File: config.mk
export PLATFORM = sky130hd
export DESIGN_NAME = gpio_edge_bank
export DESIGN_NICKNAME = d
export VERILOG_FILES = /design/src/rtl/gpio_edge_pkg.sv /design/src/rtl/gpio_in_sync.sv /design/src/rtl/gpio_edge_unit.sv /design/src/rtl/gpio_out_ctrl.sv /design/src/rtl/gpio_edge_bank.sv
export SDC_FILE = /design/constraint.sdc
export NUM_CORES = 1
export LEC_CHECK = 0
export CORE_ASPECT_RATIO = 0.75
export CORE_UTILIZATION = 65
export DETAILED_ROUTE_END_ITERATION = 8
export DONT_BUFFER_PORTS = 1
export MAX_ROUTING_LAYER = met4
export PLACE_DENSITY = 0.81
export SYNTH_ARGS = -nofsm -noshare
export SYNTH_HDL_FRONTEND = slang
export SYNTH_SLANG_ARGS = --single-unit
File: constraint.sdc
create_clock -name clk -period 2.8 [get_ports clk]
set_clock_uncertainty 0.2 [all_clocks]
set_input_delay 0.42 -clock clk [delete_from_list [all_inputs] [get_ports clk]]
set_output_delay 0.42 -clock clk [all_outputs]
set_load 0.1 [all_outputs]
File: src/rtl/gpio_edge_pkg.sv
package gpio_edge_pkg;

   typedef enum logic [7:0] {
      OFS_LEVEL = 8'h00,
      OFS_DIR   = 8'h0C,
      OFS_SET   = 8'h18,
      OFS_CLR   = 8'h24,
      OFS_RISE  = 8'h30,
      OFS_FALL  = 8'h3C,
      OFS_EVT   = 8'h48
   } reg_ofs_e;

   typedef struct packed {
      logic dir;
      logic set;
      logic clr;
      logic rise;
      logic fall;
      logic evt;
   } wr_strobe_t;

endpackage

File: src/rtl/gpio_in_sync.sv
module gpio_in_sync #(
   parameter int unsigned WIDTH  = 32,
   parameter int unsigned STAGES = 2
) (
   input  logic             clk,
   input  logic             rst_n,
   input  logic [WIDTH-1:0] raw_in,
   output logic [WIDTH-1:0] sync_out
);

   logic [WIDTH-1:0] chain_q [STAGES];

   for (genvar s = 0; s < STAGES; s++) begin : g_stage
      if (s == 0) begin : g_first
         always_ff @(posedge clk or negedge rst_n) begin
            if (!rst_n) chain_q[s] <= '0;
            else        chain_q[s] <= raw_in;
         end
      end else begin : g_next
         always_ff @(posedge clk or negedge rst_n) begin
            if (!rst_n) chain_q[s] <= '0;
            else        chain_q[s] <= chain_q[s-1];
         end
      end
   end

   assign sync_out = chain_q[STAGES-1];

endmodule

File: src/rtl/gpio_edge_unit.sv
module gpio_edge_unit #(
   parameter int unsigned WIDTH = 32
) (
   input  logic             clk,
   input  logic             rst_n,
   input  logic [WIDTH-1:0] level,
   input  logic [WIDTH-1:0] rise_en,
   input  logic [WIDTH-1:0] fall_en,
   input  logic             clr_wr,
   input  logic [WIDTH-1:0] clr_mask,
   output logic [WIDTH-1:0] evt_q,
   output logic             any_evt
);

   logic [WIDTH-1:0] prev_q;
   logic [WIDTH-1:0] hit;

   always_ff @(posedge clk or negedge rst_n) begin
      if (!rst_n) prev_q <= '0;
      else        prev_q <= level;
   end

   assign hit = (level & ~prev_q & rise_en) | (~level & prev_q & fall_en);

   for (genvar i = 0; i < WIDTH; i++) begin : g_bit
      always_ff @(posedge clk or negedge rst_n) begin
         if (!rst_n)                      evt_q[i] <= 1'b0;
         else if (hit[i])                 evt_q[i] <= 1'b1;
         else if (clr_wr && clr_mask[i])  evt_q[i] <= 1'b0;
      end
   end

   assign any_evt = |evt_q;

endmodule

File: src/rtl/gpio_out_ctrl.sv
module gpio_out_ctrl #(
   parameter int unsigned     WIDTH    = 32,
   parameter logic [WIDTH-1:0] INV_MASK = '0
) (
   input  logic             clk,
   input  logic             rst_n,
   input  logic             set_wr,
   input  logic             clr_wr,
   input  logic [WIDTH-1:0] mask,
   input  logic [WIDTH-1:0] dir_q,
   output logic [WIDTH-1:0] out_q,
   output logic [WIDTH-1:0] oe
);

   always_ff @(posedge clk or negedge rst_n) begin
      if (!rst_n)      out_q <= '0;
      else if (set_wr) out_q <= out_q | mask;
      else if (clr_wr) out_q <= out_q & ~mask;
   end

   for (genvar i = 0; i < WIDTH; i++) begin : g_dir
      if (INV_MASK[i]) begin : g_inv
         assign oe[i] = ~dir_q[i];
      end else begin : g_norm
         assign oe[i] = dir_q[i];
      end
   end

endmodule

File: src/rtl/gpio_edge_bank.sv
module gpio_edge_bank
   import gpio_edge_pkg::*;
#(
   parameter int unsigned      PIN_W       = 32,
   parameter int unsigned      DATA_W      = 32,
   parameter int unsigned      ADDR_W      = 8,
   parameter int unsigned      SYNC_STAGES = 2,
   parameter logic [PIN_W-1:0] INV_MASK    = '0
) (
   input  logic              clk,
   input  logic              rst_n,
   input  logic              bus_sel,
   input  logic              bus_we,
   input  logic [ADDR_W-1:0] bus_addr,
   input  logic [DATA_W-1:0] bus_wdata,
   output logic [DATA_W-1:0] bus_rdata,
   input  logic [PIN_W-1:0]  pin_in,
   output logic [PIN_W-1:0]  pin_out,
   output logic [PIN_W-1:0]  pin_oe,
   output logic              irq
);

   if (PIN_W < 1 || PIN_W > DATA_W) begin : g_bad_width
      $error("PIN_W must lie between 1 and DATA_W");
   end
   if (ADDR_W < 8) begin : g_bad_addr
      $error("ADDR_W must cover the register map");
   end
   if (SYNC_STAGES < 2) begin : g_bad_sync
      $error("SYNC_STAGES must be at least 2");
   end

   function automatic logic at(input logic [ADDR_W-1:0] a, input reg_ofs_e o);
      return a == ADDR_W'(o);
   endfunction

   logic              wr_en;
   logic              rd_en;
   wr_strobe_t        wr;
   logic [PIN_W-1:0]  wmask;
   logic [PIN_W-1:0]  dir_q;
   logic [PIN_W-1:0]  rise_q;
   logic [PIN_W-1:0]  fall_q;
   logic [PIN_W-1:0]  level;
   logic [PIN_W-1:0]  evt_q;
   logic [PIN_W-1:0]  rd_mux;

   assign wr_en = bus_sel && bus_we;
   assign rd_en = bus_sel && !bus_we;
   assign wmask = bus_wdata[PIN_W-1:0];

   assign wr.dir  = wr_en && at(bus_addr, OFS_DIR);
   assign wr.set  = wr_en && at(bus_addr, OFS_SET);
   assign wr.clr  = wr_en && at(bus_addr, OFS_CLR);
   assign wr.rise = wr_en && at(bus_addr, OFS_RISE);
   assign wr.fall = wr_en && at(bus_addr, OFS_FALL);
   assign wr.evt  = wr_en && at(bus_addr, OFS_EVT);

   always_ff @(posedge clk or negedge rst_n) begin
      if (!rst_n) begin
         dir_q  <= '0;
         rise_q <= '0;
         fall_q <= '0;
      end else begin
         if (wr.dir)  dir_q  <= wmask;
         if (wr.rise) rise_q <= wmask;
         if (wr.fall) fall_q <= wmask;
      end
   end

   gpio_in_sync #(
      .WIDTH  (PIN_W),
      .STAGES (SYNC_STAGES)
   ) u_sync (
      .clk      (clk),
      .rst_n    (rst_n),
      .raw_in   (pin_in),
      .sync_out (level)
   );

   gpio_edge_unit #(
      .WIDTH (PIN_W)
   ) u_edge (
      .clk      (clk),
      .rst_n    (rst_n),
      .level    (level),
      .rise_en  (rise_q),
      .fall_en  (fall_q),
      .clr_wr   (wr.evt),
      .clr_mask (wmask),
      .evt_q    (evt_q),
      .any_evt  (irq)
   );

   gpio_out_ctrl #(
      .WIDTH    (PIN_W),
      .INV_MASK (INV_MASK)
   ) u_out (
      .clk    (clk),
      .rst_n  (rst_n),
      .set_wr (wr.set),
      .clr_wr (wr.clr),
      .mask   (wmask),
      .dir_q  (dir_q),
      .out_q  (pin_out),
      .oe     (pin_oe)
   );

   always_comb begin
      rd_mux = '0;
      if (at(bus_addr, OFS_LEVEL))     rd_mux = level;
      else if (at(bus_addr, OFS_DIR))  rd_mux = dir_q;
      else if (at(bus_addr, OFS_SET))  rd_mux = pin_out;
      else if (at(bus_addr, OFS_CLR))  rd_mux = pin_out;
      else if (at(bus_addr, OFS_RISE)) rd_mux = rise_q;
      else if (at(bus_addr, OFS_FALL)) rd_mux = fall_q;
      else if (at(bus_addr, OFS_EVT))  rd_mux = evt_q;
   end

   always_ff @(posedge clk or negedge rst_n) begin
      if (!rst_n)     bus_rdata <= '0;
      else if (rd_en) bus_rdata <= DATA_W'(rd_mux);
   end

endmodule

==> impl_results.md <==
- Status: complete, but fails checks
- Failing checks: hold timing
- Post-CTS Setup Bufs: 0
- Setup crit start kind: register
- Clock root cell: clkbuf_16
- Hold Crit Class: primary input to asynchronous set/reset pin
- Iter 0 DRT Violations: roughly 1200
- # hold bufs at CTS: between 60 and 70
- Place WS: slightly above 0.3 ns
- Max FO, Critical Path: 3
- Skew-Pair Late Insertion Delay: about 0.54 ns
- Total core area: ~19000 sq um
- Ranking of synthesized cells by area: dfrtp_1, mux2_1, a211oi_1, nand2_1, o211ai_1
- Max-cap violations: 0
- Worst vdd ir: 635 uV
- Clock Pin Slew Worst Setup and Hold Paths: about 0.06 ns
- Ys Warns: 0
- Critical Path RT: between 2 and 2.5 ns
- Post-synth ARST share: 100%
- Per-cell routed wire length: between 20 and 25 um
- CTS tree: yes
- Mapped Avg Cell Area: between 10 and 15 sq um
- Most frequent cells after synthesis: dfrtp_1, nand2_1, clkbuf_1
- Via density: roughly 6.8
- Worst-Margin Slew: ~1 ns
- Final GP Congestion: around 0.87
- IO Count: 173
- Post-synth cell types: 33
- Vias in the first global route: between 10000 and 15000
- Area of the multi-input gates: 5120 sq um
- Hold Worst Slack: -0.607 ns
- Sink Count: roughly 290
- GRT Total Usage: a little under two fifths
- Cells along the critical path: nor4_2 > nand4_1 > or2_1 > buf_4
- Post-Syn Area: 12900 sq um
- Fillers: 1176
- Crit path max-delay cell type: dfrtp_1
- Met3 wire len: 3.78 mm
- Largest net degree at the start of global routing: between 200 and 300
- Post-synth top area share: between 50% and 60%
- Seq cells post-synth: about 290
- Drt first pass iters: 5
- Dominant synthesized flop cell: dfrtp_1
- TNS Setup: 0 ns
- Top Layer Used: met4
- Final-report hold violation count: approximately 290
- Final critical-path share of the clock period: 98.6%
- Share of layout cells above drive strength 1: between 10% and 20%
- CTS Buf Count: 27
- Remaining DRCs: 0
- Die area: between 20000 and 25000 sq um
- Clk buf depth: 3
- RSZ-0062 raised after global routing: false
- Count leader, synth: dfrtp_1
- EDFF count, synth: 0
- Top Family by Delay on Critical Path: simple AND/OR/NAND/NOR gates
- Syn-to-layout area delta: 18.9%
- Die W: 165 um
- Hpwl dp: ~22 mm
- Reg area: slightly above 7000 sq um
- WP buf/inv: 1
- Fmax: ~360 MHz
- Leak: around 7 nW
- Max incr delay on CP: approximately 0.45 ns
- Met1 wire length: 14.7 mm
- CP Data Arrival Time: between 2 and 2.5 ns
- Initial antenna violation count: 0
- Setup ws final: just under 0.04 ns
- Final setup violation count: 0
- # diodes: 0
- Num rows: 44
- Sequential share of the synthesized area: a little under three fifths
- Routed Antenna Nets: 0
- Worst slew margin: a little over a third
- Min cycle time layout: 2.76 ns
- First-pass GRT wire length: 57.8 mm
- Number of H-tree levels: 1
- Post-synth net total: ~1200
- Via count: approximately 11000
- Starting density of the core: between 60% and 70%
- Number of port buffers: 0
- GRT overflow: 0
- Nets: ~1300
- Setup crit end kind: output port
- Die height: 124 um
- Slew Limit Fails: 0
- Drt total wl: approximately 37 mm
- Met2 wire len: between 15 and 20 mm
- CP Class: register to output port
- Synth Instances: 1157
- Pwr/cell area: just under 600 nW/um^2
- Cell taking the most area after synthesis: dfrtp_1
[final timing paths]
| path | from | end | slack (ns) | cells after the start |
|---|---|---|---|---|
| hold / removal | rst_n | u_sync.chain_q[53] | -0.61 | 0 |
| setup reg to reg | bus_rdata[0] | bus_rdata[0] | 1.09 | 3 |
| setup / recovery | u_edge.evt_q[23] | irq | 0.04 | 4 |
| hold reg to reg | u_sync.chain_q[62] | u_sync.sync_out[30] | 0.15 | 0 |
| min in group clk | bus_addr[2] | bus_rdata[27] | 0.11 | 4 |
| max in group asynchronous | rst_n | bus_rdata[8] | 2.37 | 0 |
[power breakdown]
group,internal (mW),switching [mW],total (mW)
sequential,4.42,0.243,4.67
combinational,0.324,0.548,0.872
clock,2.06,1.52,3.59
[layer usage]
layer / vias to the layer above / GRT usage [%]
met5: - / -
met4: 0 / 16.5
met3: 127 / 7.86
met2: 678 / 58.6
met1: 5285 / 50.4
li1: 4464 / -
[layout make-up]
type                       instances  area share, %
clock buffer                      40           4.98
sequential                       288           47.0
clock inverter                     7          0.579
tap                              253           2.06
multi-input combinational        707           33.3
timing repair buffer             185           10.5
inverter                          64           1.57
[placed cells by master (no fill, tap or decap), types with 2 or more instances in the layout]
cell | synthesis | routed
buf_4 | 0 | 116
or3b_1 | 2 | 2
or2_2 | 0 | 2
a21o_1 | 33 | 33
nor3_2 | 1 | 2
bufinv_16 | 0 | 2
or4_1 | 2 | 2
o221ai_1 | 32 | 32
nand4_1 | 2 | 2
mux2_1 | 66 | 66
nand2_1 | 129 | 129
dlygate4sd3_1 | 0 | 64
and2_1 | 32 | 32
inv_1 | 64 | 64
nand4bb_2 | 0 | 3
dfrtp_1 | 288 | 288
a211oi_1 | 65 | 64
o21ai_0 | 32 | 32
nand3_1 | 32 | 32
clkbuf_16 | 0 | 27
nand3b_1 | 32 | 32
or3_1 | 34 | 33
o211ai_1 | 64 | 64
clkbuf_1 | 78 | 9
clkbuf_8 | 0 | 4
or2_1 | 4 | 2
mux2_4 | 30 | 30
a22o_1 | 32 | 32
clkinv_2 | 0 | 4
a31oi_1 | 32 | 32
buf_12 | 0 | 5
nor4_1 | 40 | 39
[stage by stage]
step           cell area [sq um]  std cells  hold WS (ns)  utilization (%)  total power [mW]
6_report                   15300       1544        -0.607             79.2              9.12
5_1_grt                    15300       1544        -0.623             79.2              9.39
4_1_cts                    15300       1544        -0.627             79.2              9.12
3_5_place_dp               13800       1433       -0.0644             71.4              5.46
3_3_place_gp               13800       1433       -0.0652             71.4              5.43
2_1_floorplan              12900       1157       -0.0756                -              5.23
[what timing repair did]
item                       4_1_cts  5_1_grt
hold endpoints to repair       480      288
resized for setup                1        0
setup endpoints to repair        1        0
[cells by family after synthesis]
logic type      count (synthesis)  share of synthesized area [%]
simple gates                  320                           13.3
compound gates                291                           16.6
flops                         288                           55.8
buf+inv                       162                           5.03
mux                            96                           9.25
Power figures use the tool's default switching activity.
